## config.mk

```make
export PLATFORM = sky130hd
export DESIGN_NAME = seed_csr_unit
export DESIGN_NICKNAME = d
export VERILOG_FILES = /design/src/rtl/seed_pkg.sv /design/src/rtl/seed_access_check.sv /design/src/rtl/seed_word_fmt.sv /design/src/rtl/seed_csr_unit.sv
export SDC_FILE = /design/constraint.sdc
export NUM_CORES = 1
export LEC_CHECK = 0
export BUFFER_PORTS_ARGS = -buffer_cell sky130_fd_sc_hd__buf_2
export CORE_UTILIZATION = 21
export DETAILED_ROUTE_END_ITERATION = 10
export HOLD_SLACK_MARGIN = 0.1
export PLACE_DENSITY = 0.87
export SLEW_MARGIN = 20
export SYNTH_ARGS = -nofsm -noshare
export SYNTH_HDL_FRONTEND = slang
export SYNTH_HIERARCHICAL = 1
export SYNTH_SLANG_ARGS = --single-unit
export TNS_END_PERCENT = 1
```

## constraint.sdc

```tcl
create_clock -name clk -period 2.15 [get_ports clk]
set_clock_uncertainty 0.05 [all_clocks]
set_input_delay 0.3225 -clock clk [delete_from_list [all_inputs] [get_ports clk]]
set_output_delay 0.3225 -clock clk [all_outputs]
set_load 0.005 [all_outputs]
```

## src/rtl/seed_pkg.sv

```systemverilog
package seed_pkg;
  typedef enum logic [1:0] {
    ST_SELFTEST = 2'b00,
    ST_WAIT     = 2'b01,
    ST_FRESH    = 2'b10,
    ST_DEAD     = 2'b11
  } seed_stat_e;

  typedef enum logic [1:0] {
    LVL_USER = 2'b00,
    LVL_SUP  = 2'b01,
    LVL_RSVD = 2'b10,
    LVL_MACH = 2'b11
  } priv_lvl_e;

  typedef struct packed {
    logic none;
    logic illegal;
    logic virt;
  } outcome_t;
endpackage

```

## src/rtl/seed_access_check.sv

```systemverilog
module seed_access_check
  import seed_pkg::*;
(
  input  logic       clk,
  input  logic       rst_n,
  input  logic       hit,
  input  logic       feat_en,
  input  logic       rw_form,
  input  logic [1:0] lvl,
  input  logic       virt,
  input  logic       useed,
  input  logic       sseed,
  output outcome_t   res
);
  logic lvl_mach, lvl_sup, lvl_user;
  assign lvl_mach = (lvl == LVL_MACH);
  assign lvl_sup  = (lvl == LVL_SUP);
  assign lvl_user = (lvl == LVL_USER);

  always_comb begin
    res = '0;
    if (hit) begin
      if (!feat_en || !rw_form) begin
        res.illegal = 1'b1;
      end else if (lvl_mach) begin
        res.none = 1'b1;
      end else if (virt) begin
        if (sseed) res.virt    = 1'b1;
        else       res.illegal = 1'b1;
      end else if ((lvl_sup && sseed) || (lvl_user && useed)) begin
        res.none = 1'b1;
      end else begin
        res.illegal = 1'b1;
      end
    end
  end

  assert_one_outcome_R7: assert property (@(posedge clk) disable iff (!rst_n)
    hit |-> $countones(res) == 1);
  assert_quiet_no_hit_R1: assert property (@(posedge clk) disable iff (!rst_n)
    !hit |-> res == '0);
  assert_ro_traps_R3: assert property (@(posedge clk) disable iff (!rst_n)
    (hit && !rw_form) |-> res.illegal);
  assert_mach_allowed_R4: assert property (@(posedge clk) disable iff (!rst_n)
    (hit && feat_en && rw_form && lvl_mach) |-> res.none);
  assert_virt_only_sseed_R5: assert property (@(posedge clk) disable iff (!rst_n)
    res.virt |-> (virt && sseed && !lvl_mach));
endmodule

```

## src/rtl/seed_word_fmt.sv

```systemverilog
module seed_word_fmt
  import seed_pkg::*;
#(
  parameter int DATA_W   = 32,
  parameter int SAMPLE_W = 16
) (
  input  logic                clk,
  input  logic                rst_n,
  input  logic                grant,
  input  logic                ent_valid,
  input  logic [SAMPLE_W-1:0] ent_data,
  input  logic                ent_fail,
  output logic                ent_ready,
  output logic [DATA_W-1:0]   word
);
  localparam int PAD_W = DATA_W - 2 - SAMPLE_W;
  localparam int LOW_W = DATA_W - 2;

  logic dead_q;
  logic dead_now;

  assign dead_now  = dead_q | ent_fail;
  assign ent_ready = grant & ~dead_q;

  always_ff @(posedge clk or negedge rst_n) begin
    if (!rst_n)      dead_q <= 1'b0;
    else if (grant && ent_fail) dead_q <= 1'b1;
  end

  always_comb begin
    word = '0;
    if (grant) begin
      if (dead_now)       word = {ST_DEAD, {LOW_W{1'b0}}};
      else if (ent_valid) word = {ST_FRESH, {PAD_W{1'b0}}, ent_data};
      else                word = {ST_WAIT, {LOW_W{1'b0}}};
    end
  end

  assert_dead_stays_R10: assert property (@(posedge clk) disable iff (!rst_n)
    dead_q |=> dead_q);
  assert_dead_no_take_R10: assert property (@(posedge clk) disable iff (!rst_n)
    (grant && dead_q) |-> (!ent_ready && word[DATA_W-1 -: 2] == ST_DEAD));
  assert_pad_zero_R11: assert property (@(posedge clk) disable iff (!rst_n)
    word[DATA_W-3:SAMPLE_W] == '0);
  assert_no_grant_idle_R7: assert property (@(posedge clk) disable iff (!rst_n)
    !grant |-> (word == '0 && !ent_ready));
endmodule

```

## src/rtl/seed_csr_unit.sv

```systemverilog
module seed_csr_unit
  import seed_pkg::*;
#(
  parameter int          ADDR_W    = 12,
  parameter int          DATA_W    = 32,
  parameter int          SAMPLE_W  = 16,
  parameter logic [11:0] SEED_ADDR = 12'h015
) (
  input  logic                clk,
  input  logic                rst_n,
  input  logic                feat_en,
  input  logic                req_valid,
  input  logic [ADDR_W-1:0]   req_addr,
  input  logic                req_rw,
  input  logic [DATA_W-1:0]   req_wdata,
  input  logic [1:0]          priv,
  input  logic                virt,
  input  logic                cfg_useed,
  input  logic                cfg_sseed,
  output logic                exc_none,
  output logic                exc_illegal,
  output logic                exc_virtual,
  output logic [DATA_W-1:0]   rsp_data,
  input  logic                ent_valid,
  output logic                ent_ready,
  input  logic [SAMPLE_W-1:0] ent_data,
  input  logic                ent_fail
);
  localparam logic [ADDR_W-1:0] MATCH = ADDR_W'(SEED_ADDR);

  logic     hit;
  outcome_t res;
  logic     unused_wdata;

  assign hit          = req_valid && (req_addr == MATCH);
  assign unused_wdata = ^req_wdata;

  seed_access_check u_check (
    .clk     (clk),
    .rst_n   (rst_n),
    .hit     (hit),
    .feat_en (feat_en),
    .rw_form (req_rw),
    .lvl     (priv),
    .virt    (virt),
    .useed   (cfg_useed),
    .sseed   (cfg_sseed),
    .res     (res)
  );

  seed_word_fmt #(
    .DATA_W   (DATA_W),
    .SAMPLE_W (SAMPLE_W)
  ) u_fmt (
    .clk       (clk),
    .rst_n     (rst_n),
    .grant     (res.none),
    .ent_valid (ent_valid),
    .ent_data  (ent_data),
    .ent_fail  (ent_fail),
    .ent_ready (ent_ready),
    .word      (rsp_data)
  );

  assign exc_none    = res.none;
  assign exc_illegal = res.illegal;
  assign exc_virtual = res.virt;

  assert_ready_needs_grant_R7: assert property (@(posedge clk) disable iff (!rst_n)
    ent_ready |-> (hit && exc_none));
  assert_exc_no_data_R7: assert property (@(posedge clk) disable iff (!rst_n)
    (exc_illegal || exc_virtual) |-> rsp_data == '0);
endmodule

```

==> results.yml, run 1 <==
run_status:
  status: "complete, but fails checks"
  violations: "negative setup slack"
pwr:
  p_per_area_nw_per_um2: 95.1
  power.internal_mw: 0.0595
  p_sw_mw: 0.0284
  peakVddDrop_mv: 0.0736
  p_clk_frac: 0
  power.leakage_nw: 0.532
  seq_power_share: 0.218
  pwr-share-comb: 0.782
  switching_share: 0.323
logic_synthesis:
  netlist_instances: 53
  syn-cell-area_um2: 427
  synthTopCellsByCount: "14 x buf_4, 12 x and2_2, 3 x and2_1"
  synth_mux_area_frac: 0
  yosysTopAreaCell: "buf_4"
  synth_compound_area_frac: 0.144
  synth_xor_area_frac: 0
  yosys.area.top_type_share: 0.246
  postSynth.asyncResetShare: 1.00
  synth_area_leaders: "buf_4 25%, and2_2 21%, dfrtp_1 5.9%, and2_1 4.4%, and4_1 4.1%"
  synth-seq-cells: 1
  synth_most_common_cell: "buf_4"
  ys_warn_count: 6
  synth_simple_gate_area_share: 0.516
  ys_types: 24
  seq_area_frac_synth: 0.0587
  synthFlopType: "dfrtp_1"
  synth_fa_ha_area_frac: 0
  syn_area_per_cell_um2: 8.05
  synth_top_family_by_area: "simple AND/OR/NAND/NOR gates"
  synth-edff-count: 0
route:
  via_per_inst: 4.24
  drtIter0Drc: 2
  wl_mm: 1.72
  ant_nets: 0
  num_vias: 619
  wl_per_cell_um: 11.8
  drt-pass1-iter-count: 3
  drc: 0
run:
  maxCapViolations: 0
floorplanning:
  die_h_um: 47.1
  die_area_um2: 2220
  io_pins: 108
  num_rows: 15
  die_w_um: 47.1
  core_um2: 1820
  start_util: 0.234
sta:
  setup_tns_ns: -0.0225
  rsz0062_at_grt: "yes"
  finalMaxSlewViolations: 0
  hold_ws_ns: 0.508
  period_share: 1.00
  setup_ws_ns: -0.00626
  period_minus_slack_ns: 2.16
  finalHoldViolCount: 0
  setup_viol: 5
  fmax_ghz: 0.464
critical_path:
  crit_start: "req_addr[5]"
  worstPathArrival_ns: 1.78
  cp_max_fo: 7
  r2r_setup_slack_ns: 1.37
  setup.worst_path.end: "rsp_data[14]"
  r2r_cells: 1
  required_ns: 1.78
  worst_setup_path_start_kind: "input port"
  criticalPathCategory: "input port to output port"
  r2r-start: "u_fmt/dead_q"
  reg2reg_to: "u_fmt/dead_q"
  end_kind: "output port"
finish:
  top_regs: "u_fmt/dead_q x1"
  final_cells: 146
  num-nets-final: 195
  largest-register: "u_fmt/dead_q"
  drive_above_1_share: 0.760
  largest_reg_flops: 1
  area_growth_pct: 117
  diodes: 0
global_routing:
  grt_usage: 0.136
  first_global_vias: 522
  grt_start_max_net_pins: 9
  grt_pass1_wl_mm: 2.10
  antenna_found_initial: 0
  grt_overflow: 0
clocking:
  clk_pin_slew_ns: 0
  clock_latency_ns: 0
placed_design:
  place.port_buffers: 61
  place_inst: 142
  pre_cts_ws_ns: -0.156
  dp_hpwl_mm: 1.26
  place_congestion: 0.717
hold_path:
  worstHoldPathType: "register to register"
## critical path, cell delays in order
cell and delay [ns]:
buf_2 0.11, nor4bb_4 0.24, and4_4 0.28, nand3_4 0.08, a21oi_4 0.16, and4bb_2 0.34, and2_1 0.15, buf_2 0.11
## placed cells by master, fill, tap and decap left out
cell | Yosys | layout
buf_6 | 1 | 14
and4_4 | 0 | 1
a41o_1 | 1 | 1
buf_4 | 14 | 7
nor3b_1 | 1 | 1
nor4bb_4 | 0 | 1
and2_2 | 12 | 1
and2_4 | 0 | 12
and2b_2 | 1 | 1
conb_1 | 1 | 14
nor2b_1 | 1 | 1
a21boi_1 | 0 | 1
a211oi_1 | 1 | 1
and4bb_4 | 1 | 1
or4b_4 | 1 | 1
a21o_2 | 1 | 1
nor2_1 | 2 | 2
and4_1 | 2 | 1
o21ai_0 | 1 | 1
a21oi_4 | 0 | 1
a21boi_0 | 2 | 1
nand3_4 | 0 | 1
o31a_2 | 1 | 1
nor4b_4 | 0 | 1
and2_1 | 3 | 2
nand2_1 | 1 | 1
and4bb_2 | 0 | 1
dfrtp_1 | 1 | 1
dlygate4sd3_1 | 0 | 1
buf_2 | 0 | 47
## cells by family after synthesis
family | Yosys count
other | 1
AOI/OAI and AO/OA | 8
DFF | 1
buffers and inverters | 15
and+or+nand+nor | 28
## layer usage
metal / global-route usage / vias to the layer above / wire length (um)
met5: 0 / - / 0
met4: 0 / 0 / 0
met3: 0.0923 / 0 / 369
met2: 0.278 / 65 / 753
met1: 0.112 / 260 / 597
li1: - / 294 / -
## final cells by class
cell class / count / area, um2
Multi-Input combinational cell: 51 / 413
Tap cell: 25 / 31.3
Sequential cell: 1 / 25.0
Timing Repair Buffer: 69 / 455
Fill cell: 177 / 896
## what timing repair did
action	CTS	global route
hold buffers	1	0
pin swaps	13	11
hold endpoints to repair	1	0
setup buffers	1	1
gates resized for setup	18	18
cloned	1	0
endpoints found under the setup margin	17	20
## per-stage QoR
stage | total power [mW] | area (um2) | utilization
finish | 0.0879 | 925 | 0.508
global route | 0.0954 | 925 | 0.508
CTS | 0.0777 | 838 | 0.460
detailed placement | 0.0723 | 733 | 0.403
global placement | 0.0713 | 733 | 0.403
floorplan | 0.0499 | 475 | -
## power by group through the flow
stage	logic (mW)	registers (mW)	clock network [mW]
global route	0.0762	0.0192	0
detailed placement	0.0531	0.0192	0
CTS	0.0585	0.0192	0
global placement	0.0521	0.0192	0
finish	0.0687	0.0192	0
floorplan	0.0307	0.0192	0
## how the worst min path moves through the flow
stage	start	endpoint	slack, ns	cells after the start
finish	u_fmt/dead_q	u_fmt/dead_q	0.51	1
global route	u_fmt/dead_q	u_fmt/dead_q	0.53	1
CTS	u_fmt/dead_q	u_fmt/dead_q	0.51	1
detailed placement	rst_n	u_fmt/dead_q	0.05	1
global placement	rst_n	u_fmt/dead_q	0.05	1
floorplan	rst_n	u_fmt/dead_q	-0.02	0
Power figures use the tool's default switching activity.
==> run 2, diff against run 1 <==
==> constraint.sdc (replaced) <==
create_clock -name clk -period 2.2 [get_ports clk]
set_clock_uncertainty 0.05 [all_clocks]
set_input_delay 0.33 -clock clk [delete_from_list [all_inputs] [get_ports clk]]
set_output_delay 0.33 -clock clk [all_outputs]
set_load 0.005 [all_outputs]
==> run 2 against run 1 <==
  * The flow now finishes without violations
  * Routed wire length is 0.29% higher
  * Flip-flop and latch count stayed put
  * Sequential power is 2% lower
  * Via count is 1.3% higher
  * Hold slack better by 0.00095 ns
  * Combinational power is 1% lower
  * First-iteration DRC count is 50% higher
  * Power is 1.5% lower
  * Worst setup slack better by 0.033 ns
  * Largest power group unchanged
  * Critical path depth is 2 lower
  * Die area stayed put
==> results.yml, run 2 (synthesis results as in run 1) <==
pwr:
  pwr-share-comb: 0.783
  p_clk_frac: 0
  power.leakage_nw: 0.536
  p_per_area_nw_per_um2: 95.0
  seq_power_share: 0.217
  switching_share: 0.316
  p_sw_mw: 0.0274
  power.internal_mw: 0.0592
  peakVddDrop_mv: 0.0759
clocking:
  clock_latency_ns: 0
  clk_pin_slew_ns: 0
placed_design:
  place_inst: 142
  placed_cell_area_um2: 733
  pre_cts_ws_ns: -0.121
  place_congestion: 0.717
  dp_hpwl_mm: 1.26
  place.port_buffers: 61
finish:
  diodes: 0
  num-nets-final: 196
  largest_reg_flops: 1
  layout_common_cells: "49 x buf_2, 14 x conb_1, 12 x buf_6"
  final_common_cell: "buf_2"
  area_growth_pct: 113
  final_cells: 147
  drive_above_1_share: 0.762
  top_regs: "u_fmt/dead_q x1"
  final_area_um2: 911
  largest-register: "u_fmt/dead_q"
critical_path:
  criticalPathCategory: "input port to output port"
  end_kind: "output port"
  crit_slowest_cell: "or4b_4"
  worstPathArrival_ns: 1.79
  crit_buf_inv: 2
  path_cells: "buf_2 > or4b_4 > a21oi_4 > and4bb_2 > and2_1 > buf_2"
  required_ns: 1.82
  crit_top_cell: "buf_2"
  path_delay_family: "simple AND/OR/NAND/NOR gates"
  cp_max_fo: 7
  critical_path.max_stage_delay_ns: 0.56
  worst_setup_path_start_kind: "input port"
floorplanning:
  num_rows: 15
  start_util: 0.234
  core_um2: 1820
  die_h_um: 47.1
  die_area_um2: 2220
  io_pins: 108
  die_w_um: 47.1
sta:
  period_share: 0.988
  rsz0062_at_grt: "yes"
  finalHoldViolCount: 0
  setup_viol: 0
  period_minus_slack_ns: 2.17
  hold_ws_ns: 0.509
  setup_ws_ns: 0.0265
  finalMaxSlewViolations: 0
  fmax_ghz: 0.460
route:
  wl_per_cell_um: 11.7
  drt-pass1-iter-count: 3
  via_per_inst: 4.27
  ant_nets: 0
  wl_mm: 1.73
  drc: 0
  num_vias: 627
  drtIter0Drc: 3
global_routing:
  first_global_vias: 492
  grt_pass1_wl_mm: 1.98
  grt_usage: 0.128
  grt_overflow: 0
  antenna_found_initial: 0
  grt_start_max_net_pins: 9
hold_path:
  worstHoldPathType: "register to register"
run_status:
  status: "finished clean"
run:
  maxCapViolations: 0
run 2: layout make-up:
type | instances | area [um2]
tap | 25 | 31.3
timing repair buffer | 70 | 450
multi-input combinational | 51 | 404
sequential | 1 | 25.0
fill | 174 | 910
run 2: worst paths after layout:
path	start	endpoint	slack [ns]	cells after the start
setup / recovery	priv[1]	rsp_data[14]	0.03	6
hold / removal	u_fmt/dead_q	u_fmt/dead_q	0.51	1
setup reg to reg	u_fmt/dead_q	u_fmt/dead_q	1.42	1
hold reg to reg	u_fmt/dead_q	u_fmt/dead_q	0.51	1
max in group asynchronous	rst_n	u_fmt/dead_q	1.42	2
min in group asynchronous	rst_n	u_fmt/dead_q	0.59	2
run 2: per-stage QoR:
stage	setup TNS, ns	power (mW)	util
after floorplan	0	0.0487	-
after global placement	-1.67	0.0697	0.403
after detailed placement	-1.54	0.0707	0.403
after CTS	0	0.0743	0.424
after global routing	-0.382	0.0942	0.500
final	0	0.0866	0.500
run 2: power by group through the flow:
stage / logic [mW] / registers, mW / clock network, mW
6_report: 0.0678 / 0.0188 / 0
4_1_cts: 0.0556 / 0.0188 / 0
3_5_place_dp: 0.0519 / 0.0188 / 0
2_1_floorplan: 0.0300 / 0.0188 / 0
3_3_place_gp: 0.0509 / 0.0187 / 0
5_1_grt: 0.0754 / 0.0188 / 0
run 2: repair_timing:
item,in CTS,in global routing
pin swaps,3,10
endpoints found under the setup margin,15,19
resized for setup,3,24
hold endpoints to repair,1,0
hold buffers,1,0
setup buffers,0,3
gates cloned,1,0
run 2: layer usage:
layer	GRT usage	up-vias	routed length, um
met5	0	-	0
met4	0	0	0
met3	0.0846	0	353
met2	0.261	65	782
met1	0.108	263	590
li1	-	299	-
